`src/rtl/cfg_burst_pkg.sv`:
```
package cfg_burst_pkg;

  localparam int unsigned REG_W      = 32;
  localparam int unsigned OFS_COUNT  = 32'h08;
  localparam int unsigned OFS_STATUS = 32'h0C;

  // Per-cycle commands from control to datapath
  typedef struct packed {
    logic load;       // count write accepted
    logic clearDone;  // write-one to done flag
    logic rise;       // drive pulse high this edge
    logic fall;       // drive pulse low and retire one pulse
  } burstStrobe_t;

  typedef enum logic {
    PH_RISE = 1'b0,
    PH_FALL = 1'b1
  } phase_e;

endpackage

```
`src/rtl/burst_ctrl.sv`:
```
module burst_ctrl
  import cfg_burst_pkg::*;
#(
  parameter int unsigned ADDR_W = 8
) (
  input  logic              clk,
  input  logic              rstN,
  input  logic              wrEn,
  input  logic [ADDR_W-1:0] addr,
  input  logic              wrBit0,
  input  logic              busy,
  output burstStrobe_t      strb
);

  localparam logic [ADDR_W-1:0] CountOfs  = ADDR_W'(OFS_COUNT);
  localparam logic [ADDR_W-1:0] StatusOfs = ADDR_W'(OFS_STATUS);

  phase_e phase;
  logic   hitCount;
  logic   hitStatus;

  always_comb begin
    hitCount       = (addr == CountOfs);
    hitStatus      = (addr == StatusOfs);
    strb.load      = wrEn && hitCount;
    strb.clearDone = wrEn && hitStatus && wrBit0;
    strb.rise      = !strb.load && busy && (phase == PH_RISE);
    strb.fall      = !strb.load && busy && (phase == PH_FALL);
  end

  always_ff @(posedge clk or negedge rstN) begin
    if (!rstN) begin
      phase <= PH_RISE;
    end else if (strb.load) begin
      phase <= PH_RISE;
    end else if (strb.rise) begin
      phase <= PH_FALL;
    end else if (strb.fall) begin
      phase <= PH_RISE;
    end
  end

  // a high cycle is always followed by a low one (or a reload)
  a_r3_fall_follows_rise: assert property (@(posedge clk) disable iff (!rstN)
    strb.rise |=> (strb.fall || strb.load));

  // never both edges in one cycle
  a_r3_single_edge: assert property (@(posedge clk) disable iff (!rstN)
    $onehot0({strb.rise, strb.fall}));

endmodule

```
`src/rtl/burst_datapath.sv`:
```
module burst_datapath
  import cfg_burst_pkg::*;
#(
  parameter int unsigned CNT_W  = 16,
  parameter int unsigned ADDR_W = 8
) (
  input  logic              clk,
  input  logic              rstN,
  input  burstStrobe_t      strb,
  input  logic [CNT_W-1:0]  loadVal,
  input  logic              rdEn,
  input  logic [ADDR_W-1:0] addr,
  output logic              busy,
  output logic              cfgClk,
  output logic [REG_W-1:0]  rdData
);

  localparam logic [ADDR_W-1:0] CountOfs  = ADDR_W'(OFS_COUNT);
  localparam logic [ADDR_W-1:0] StatusOfs = ADDR_W'(OFS_STATUS);
  localparam logic [CNT_W-1:0]  One       = CNT_W'(1);

  logic [CNT_W-1:0] remain;
  logic             done;
  logic             cfgClkQ;
  logic             lastFall;

  assign busy     = (remain != '0);
  assign lastFall = strb.fall && (remain == One);
  assign cfgClk   = cfgClkQ;

  always_ff @(posedge clk or negedge rstN) begin
    if (!rstN) begin
      remain  <= '0;
      done    <= 1'b0;
      cfgClkQ <= 1'b0;
    end else if (strb.load) begin
      remain  <= loadVal;
      cfgClkQ <= 1'b0;
      done    <= (loadVal == '0);
    end else begin
      if (strb.rise) begin
        cfgClkQ <= 1'b1;
      end
      if (strb.fall) begin
        cfgClkQ <= 1'b0;
        remain  <= remain - One;
      end
      if (lastFall) begin
        done <= 1'b1;
      end else if (strb.clearDone) begin
        done <= 1'b0;
      end
    end
  end

  always_comb begin
    rdData = '0;
    if (rdEn) begin
      if (addr == CountOfs) begin
        rdData = REG_W'(remain);
      end else if (addr == StatusOfs) begin
        rdData[0] = done;
      end
    end
  end

  a_r3_high_one_cycle: assert property (@(posedge clk) disable iff (!rstN)
    cfgClkQ |=> !cfgClkQ);

  a_r2_rise_needs_work: assert property (@(posedge clk) disable iff (!rstN)
    $rose(cfgClkQ) |-> ($past(remain) != '0));

  a_r4_no_growth: assert property (@(posedge clk) disable iff (!rstN)
    !strb.load |=> (remain <= $past(remain)));

  a_r5_done_when_idle: assert property (@(posedge clk) disable iff (!rstN)
    done |-> (remain == '0));

  a_r7_zero_load: assert property (@(posedge clk) disable iff (!rstN)
    (strb.load && (loadVal == '0)) |=> (done && !cfgClkQ));

  a_r10_set_wins: assert property (@(posedge clk) disable iff (!rstN)
    lastFall |=> done);

  a_r6_clear: assert property (@(posedge clk) disable iff (!rstN)
    (strb.clearDone && !lastFall) |=> !done);

endmodule

```
`src/rtl/cfg_clk_burst.sv`:
```
module cfg_clk_burst
  import cfg_burst_pkg::*;
#(
  parameter int unsigned CNT_W  = 16,
  parameter int unsigned ADDR_W = 8
) (
  input  logic              clk,
  input  logic              rstN,
  input  logic              wrEn,
  input  logic              rdEn,
  input  logic [ADDR_W-1:0] addr,
  input  logic [REG_W-1:0]  wrData,
  output logic [REG_W-1:0]  rdData,
  output logic              cfgClk
);

  burstStrobe_t strb;
  logic         busy;
  logic         wrDataUnused;

  // upper data bits carry no meaning for either register
  assign wrDataUnused = ^wrData;

  burst_ctrl #(
    .ADDR_W (ADDR_W)
  ) u_ctrl (
    .clk    (clk),
    .rstN   (rstN),
    .wrEn   (wrEn),
    .addr   (addr),
    .wrBit0 (wrData[0]),
    .busy   (busy),
    .strb   (strb)
  );

  burst_datapath #(
    .CNT_W  (CNT_W),
    .ADDR_W (ADDR_W)
  ) u_dp (
    .clk     (clk),
    .rstN    (rstN),
    .strb    (strb),
    .loadVal (wrData[CNT_W-1:0]),
    .rdEn    (rdEn),
    .addr    (addr),
    .busy    (busy),
    .cfgClk  (cfgClk),
    .rdData  (rdData)
  );

endmodule

```
`config.mk`:
```
export PLATFORM = sky130hd
export DESIGN_NAME = cfg_clk_burst
export DESIGN_NICKNAME = d
export VERILOG_FILES = /design/src/rtl/cfg_burst_pkg.sv /design/src/rtl/burst_ctrl.sv /design/src/rtl/burst_datapath.sv /design/src/rtl/cfg_clk_burst.sv
export SDC_FILE = /design/constraint.sdc
export NUM_CORES = 1
export LEC_CHECK = 0
export CAP_MARGIN = 25
export CORE_ASPECT_RATIO = 0.6
export CORE_MARGIN = 5
export CORE_UTILIZATION = 45
export DETAILED_ROUTE_END_ITERATION = 16
export DONT_BUFFER_PORTS = 1
export PLACE_DENSITY = 0.57
export SYNTH_ARGS = -nofsm -noshare
export SYNTH_HDL_FRONTEND = slang
export SYNTH_SLANG_ARGS = --single-unit
```
`constraint.sdc`:
```
create_clock -name clk -period 2.6 [get_ports clk]
set_input_delay 0.39 -clock clk [delete_from_list [all_inputs] [get_ports clk]]
set_output_delay 0.39 -clock clk [all_outputs]
set_load 0.005 [all_outputs]
```
# == Word-level counts from Yosys, hierarchy flattened ==
# Index checks and enable logic that the tools add are counted.
# W data, S select, Z words.
# word_totals
regBits,19
inputBits,44
out_inout_bits,33
wordCells,37
# op_classes
n_addsub,1
n_eq_ne,3
mux,15
bitwise,1
reduce_logical,13
# ops
op,count
$mux W16,2
$mux W32,1
$eq A16 B1 Y1 const B,1
$eq A8 B4 Y1 const B,2
$logic_not A16 Y1,1
$reduce_bool A16 Y1,1
$sub A16 B1 Y16 const B,1
$mux W15,1
$mux W1,11
$logic_and A1 B1 Y1,7
$reduce_bool A3 Y1,2
$reduce_bool A2 Y1,1
$logic_not A1 Y1,1
$not A1 Y1,1

# == Logic depth before layout (Yosys ltp) ==
# Gate-level depths: netlist of the first run.
# logic_depth
ltp_word,8
depth_mapped,7
ltp_nobuf,7

# == By module ==
# From an unflattened synthesis of the first run, not the netlist that was laid out.
# hier_totals
hier_cells,169
hier_area_um2,1442.6
# modules_own_cells
module,instances,cells_per_inst,area_per_inst_um2,seq_area_each_um2
burst_datapath,1,154,1313.8,450.4
burst_ctrl,1,15,128.9,25.0

# == Least setup slack after synthesis of the first run ==
# Ideal clock, no wire load.
# synth_timing
path_kind,reg2reg
start,register u_dp.remain[5]
end,register u_dp.remain[15]
setup_ns,0.127
t_arrival_ns,2.186
required_time_ns,2.473
setup_slack_ns,0.286
stages_incl_launch_ff,6
path_buffers,0
synth_period_minus_slack_ns,2.314
path_cell_list,dfrtp_1 > or3_4 > or4_4 > nor3b_2 > mux2_2 > mux2_1
# synth_between
elab_chain_len,4
elab_cells_between_ends,7
cone_classes,add/sub (1); mux (2); reduce/logical (4)
# synth_rtl
element,line,text
"start, declared",burst_datapath.sv:22,logic [CNT_W-1:0] remain;
"start signal, assigned",burst_datapath.sv:37,remain <= loadVal;
"start signal, assigned",burst_datapath.sv:46,remain <= remain - One;
branches (longest 4 deep; another with $sub A16 B1 Y16),--,
# Parallel ways; which one is timed is not known. The select of a mux whose other input is x is not followed.
# A chain may end at the register's enable or synchronous reset.

# == Worst setup path in the final report of the first run ==
# layout_timing
start,register u_dp.remain[7]
end,register u_dp.remain[15]
# Same word-level chain as after synthesis.

==> flow_summary.yaml, run 1 <==
clock_network:
  cts_hold_buf: 1
  clk_pin_slew_ns: 0.07
  cts_tree: "yes"
  cts_made_buffers: 3
  insertion_delay_ns: 0.25
  clockRootBuffer: "clkbuf_8"
  cts_setup_buffers: 0
  cts.repair.resized: 0
  clkSinkCount: 19
  clk_path_buf_depth: 2
  htreeDepth: 1
yosys:
  yosys-top-cells-count: "20 x nor2_1, 19 x dfrtp_1, 16 x buf_4"
  async_flop_share_pct: 100
  seq_area_frac_synth_pct: 32.0
  ys_top_cells_by_area: "dfrtp_1 32%, buf_4 8.1%, and2_1 6.3%"
  synth_area_um2: 1480
  yosys.area.top_type: "dfrtp_1"
  yosysMostFrequentCell: "nor2_1"
  yosysTopAreaCellShare_pct: 32.0
  syn_area_per_cell_um2: 8.94
  synth_top_flop_cell: "dfrtp_1"
  ys_seq_elements: 19
  syn_inst: 166
  synth_edf_count: 0
  ys_warn_count: 0
  ys_types: 42
setup_path:
  rrSetupSlack_ns: 0.20
  crit_required_ns: 2.74
  path_max_fanout: 5
  crit_family: "simple AND/OR/NAND/NOR gates"
  cp_slowest_cell: "or4_4"
  critPathBufInv: 0
  cp_slowest_stage_delay_ns: 0.58
  critPathCaptureType: "flop"
  crit_chain: "or3_4 -> or4_4 -> nor3b_2 -> mux2_2 -> mux2_1"
  criticalPathCategory: "flop to flop"
  worstSetupStartpointType: "flop"
  cp.arrival_ns: 2.54
grt:
  grt_usage_pct: 16.0
  antenna_found_initial: 0
  grt_pass1_vias: 1128
  grt_pass1_wl_mm: 5.60
  grt_max_degree: 34
  overflow: 0
sta:
  tns_ns: 0
  rsz0062_at_grt: "no"
  period_minus_slack_ns: 2.40
  fmax_mhz: 417
  finalHoldViolCount: 0
  setup_ws_ns: 0.204
  setup_viol: 0
  maxSlewViolCount: 0
  tightest_slew_ns: 0.862
  whs_ns: 0.261
  period_share_pct: 92.1
  fin_worst_skew_ns: 0.00177
  relSlewSlack_pct: 42.4
final_layout:
  num_antenna_cells: 0
  drive_gt1_share_pct: 12.4
  fin_util_pct: 46.9
  synthToLayoutAreaGrowth_pct: 1.94
  nets: 216
power:
  p_per_area_nw_per_um2: 671
  seqPwrFrac_pct: 43.7
  p_sw_share_pct: 35.7
  ir_drop_mv: 0.273
  clkPwrFrac_pct: 20.2
  total_power_w: 0.00101
  internal_power_w: 0.000653
  p_sw_w: 0.000362
  combinationalPowerShare_pct: 36.1
  p_leak_nw: 0.585
floorplanning:
  rows: 16
  placeableCoreArea_um2: 3220
  die_w_um: 84.1
  io_pins: 77
  start_util_pct: 46.0
  dieHeight_um: 54.5
  die-area_um2: 4580
routing:
  routed_wl_mm: 3.45
  postRouteAntennaNets: 0
  viasPerCell: 5.49
  drc: 0
  drtPass1Iterations: 4
  via_count: 1174
  routedWlPerCell_um: 16.1
  drt_iter0_drc: 28
placed_design:
  dp_hpwl_mm: 2.72
  port_buffers: 0
  pre_cts_ws_ns: 0.248
  gp_congestion: 0.841
status:
  outcome: "completed"
worst_hold_path:
  hold_path.class: "primary input to flop"
run:
  cap_viol_max_count: 0
## per-layer routing
metal	track usage, %	up-vias	routed length (um)
met5	0	-	0
met4	2.41	0	8
met3	6.02	2	383
met2	23.7	52	1400
met1	22.6	554	1670
li1	-	566	-
## registers in the layout (all words and copies together), names as in the netlist
signal and flops:
u_dp.remain 16, u_ctrl.phase 1, u_dp.cfgClk 1, u_dp.done 1
## through the flow
stage / instance area (um^2) / std cells
after CTS: 1510 / 214
after detailed placement: 1460 / 209
after floorplan: 1540 / 181
after global placement: 1460 / 209
final: 1510 / 214
after global routing: 1510 / 214
## area by class of cell
type | instances | area (um^2)
fill | 336 | 1710
multi-input combinational | 139 | 888
sequential | 19 | 475
tap | 45 | 56.3
clock buffer | 4 | 45.0
timing repair buffer | 5 | 40.0
inverter | 2 | 7.51
## layout by cell type, fill, tap and decap left out, types with 3 or more instances in the layout
cell type	n
nor2_1	20
dfrtp_1	19
conb_1	16
and2_1	15
a21oi_1	12
nor3_1	7
nand2_1	7
nor4_1	6
nand3_1	5
xnor2_1	5
xor2_1	4
buf_4	4
nand4_1	3
mux2_2	3
o211ai_1	3
o21a_1	3
a31oi_1	3
clkbuf_8	3
## kinds of logic after synthesis
kind of cell	count (synthesis)	synth area share, %
xor gates and xnor gates	9	5.31
other	1	0.253
adders and majority gates	2	1.69
buffers and inverters	23	11.9
DFF	19	32.0
AOI/OAI and AO/OA	26	11.6
muxes	6	4.38
and+or+nand+nor	80	32.9
## worst paths after layout
check                             endpoint           start  cells past startpoint
max reg2reg                u_dp.remain[15]  u_dp.remain[7]                      5
min                         u_dp.remain[4]       wrData[4]                      1
min in group asynchronous  u_dp.remain[15]            rstN                      1
min reg2reg                      u_dp.done       u_dp.done                      2
max                        u_dp.remain[15]  u_dp.remain[7]                      5
max in group asynchronous  u_dp.remain[12]            rstN                      1
## power by group through the flow
stage                     Clock [W]  Combinational [W]  Sequential (W)
after floorplan                   0           0.000278        0.000435
after global placement            0           0.000344        0.000444
final                      0.000205           0.000366        0.000443
after CTS                  0.000213           0.000367        0.000443
after global routing       0.000224           0.000414        0.000453
after detailed placement          0           0.000358        0.000449
Power figures use the tool's default switching activity.
==> run 2: changes to the inputs <==
--- a/config.mk
+++ b/config.mk
@@ -11,7 +11,7 @@
 export CORE_UTILIZATION = 45
 export DETAILED_ROUTE_END_ITERATION = 16
 export DONT_BUFFER_PORTS = 1
-export PLACE_DENSITY = 0.57
+export PLACE_DENSITY = 0.59
 export SYNTH_ARGS = -nofsm -noshare
 export SYNTH_HDL_FRONTEND = slang
 export SYNTH_SLANG_ARGS = --single-unit
==> constraint.sdc (replaced) <==
create_clock -name clk -period 2.15 [get_ports clk]
set_input_delay 0.3225 -clock clk [delete_from_list [all_inputs] [get_ports clk]]
set_output_delay 0.3225 -clock clk [all_outputs]
set_load 0.005 [all_outputs]
==> run 2 against run 1 <==
The flow now finishes with violations (setup timing); clock skew up 0.0010 ns; cell area up 9.6%; core utilization up 4.5 points; count of clock-buffer cells in the layout unchanged; sequential share of layout area down 2.8 points; routed wire length up 12%; flip-flop and latch count unchanged; sequential power up 13%; clock power up 22%; largest cell class unchanged; highest routed layer unchanged.
==> flow_summary.yaml, run 2 (same netlist as run 1, synthesis figures left out) <==
status:
  outcome: "complete, but fails checks"
  violations: "setup timing"
setup_path:
  crit_required_ns: 2.30
  path_max_fanout: 2
  critPathCaptureType: "flop"
  worstSetupStartpointType: "flop"
  criticalPathCategory: "flop to flop"
  cp.arrival_ns: 2.33
final_layout:
  drive_gt1_share_pct: 22.0
  num_antenna_cells: 0
  largest_register_ffs: 16
  final_cell_mix: "21 x buf_4, 20 x nor2_1, 19 x dfrtp_1, 16 x conb_1, 15 x and2_1"
  fillers: 320
  finalInstanceArea_um2: 1660
  synthToLayoutAreaGrowth_pct: 11.7
  top_register: "u_dp.remain"
  nets: 233
  layout.cells.non_filler: 231
  mostFrequentLayoutCell: "buf_4"
sta:
  tightest_slew_ns: 0.915
  tns_ns: -0.0397
  fmax_mhz: 457
  maxSlewViolCount: 0
  fin_worst_skew_ns: 0.00281
  finalHoldViolCount: 0
  rsz0062_at_grt: "yes"
  period_minus_slack_ns: 2.19
  setup_ws_ns: -0.0397
  period_share_pct: 102
  relSlewSlack_pct: 38.8
  setup_viol: 1
  whs_ns: 0.189
grt:
  grt_max_degree: 34
  overflow: 0
  use_met1_pct: 23.8
  grt_usage_pct: 17.8
  grt_pass1_vias: 1201
  grt_pass1_wl_mm: 6.24
  use_met2_pct: 29.6
  antenna_found_initial: 0
  grt.busiest_layer: "met2"
  grt_use_met3_pct: 5.56
clock_network:
  cts_tree: "yes"
  clkSinkCount: 19
  clk_pin_slew_ns: 0.07
  htreeDepth: 1
  clockRootBuffer: "clkbuf_8"
  clk_path_buf_depth: 2
  insertion_delay_ns: 0.26
  cts_made_buffers: 3
routing:
  postRouteAntennaNets: 0
  drt_iter0_drc: 81
  viasPerCell: 5.32
  via_count: 1228
  routed_wl_mm: 3.87
  routedWlPerCell_um: 16.7
  drc: 0
  drtPass1Iterations: 4
power:
  p_leak_nw: 0.671
  p_per_area_nw_per_um2: 824
  ir_drop_mv: 0.423
floorplanning:
  rows: 16
  die-area_um2: 4580
  start_util_pct: 46.0
  die_w_um: 84.1
  io_pins: 77
  dieHeight_um: 54.5
  placeableCoreArea_um2: 3220
placed_design:
  placed_area_um2: 1590
  dp_hpwl_mm: 3.06
  gp_congestion: 0.825
  port_buffers: 0
  placed_cells: 225
worst_hold_path:
  hold_path.class: "primary input to flop"
run:
  cap_viol_max_count: 0
[run 2: metrics by stage]
stage / setup WS [ns] / utilization, % / power, W
after global routing: -0.0711 / 51.4 / 0.00147
final: -0.0397 / 51.4 / 0.00137
after floorplan: -0.0912 / - / 0.000864
after detailed placement: -0.0343 / 49.2 / 0.00109
after global placement: -0.0415 / 49.2 / 0.00106
after CTS: -0.0298 / 50.9 / 0.00135
[run 2: layout make-up]
class	instances	area (um^2)	area share, %
clock buffer	4	45.0	2.72
inverter	2	7.51	0.453
multi-input combinational	139	906	54.6
timing repair buffer	22	168	10.1
sequential	19	475	28.7
tap	45	56.3	3.40
[run 2: what timing repair did]
item	in CTS	in global routing
hold buffers	1	0
setup endpoints to repair	1	5
resized for setup	0	2
gates cloned	0	0
hold endpoints to repair	19	0
pin swaps	1	2
buffers inserted	0	1
[run 2: routing by layer]
layer | wire [um] | share of wire, % | up-vias
met2 | 1710 | 44 | 50
met4 | 14 | 0.36 | 0
met3 | 380 | 9.8 | 2
met5 | 0 | 0 | -
met1 | 1760 | 46 | 574
li1 | - | - | 602
[run 2: worst paths after layout]
kind | cells after the start | end | slack, ns | start
worst max-delay path | 5 | u_dp.remain[15] | -0.04 | u_dp.remain[3]
worst min-delay path | 1 | u_dp.remain[9] | 0.19 | wrData[9]
worst max register to register | 5 | u_dp.remain[15] | -0.04 | u_dp.remain[3]
worst min register to register | 2 | u_dp.done | 0.56 | u_dp.done
max in group asynchronous | 1 | u_dp.done | 0.95 | rstN
min in group asynchronous | 1 | u_dp.remain[11] | 0.64 | rstN
[run 2: where the power goes]
| group | switching, W | leakage (nW) | total (W) | internal [W] |
|---|---|---|---|---|
| clock network | 0.000119 | 0.0228 | 0.000251 | 0.000132 |
| registers | 0.0000587 | 0.204 | 0.000500 | 0.000441 |
| logic | 0.000300 | 0.444 | 0.000615 | 0.000315 |
[run 2: critical path, cell delays in order, from the launching register on]
cell     delay, ns
dfrtp_1       0.38
or3_4         0.39
or4_4         0.54
nor3b_2       0.20
mux2_4        0.31
mux2_4        0.25
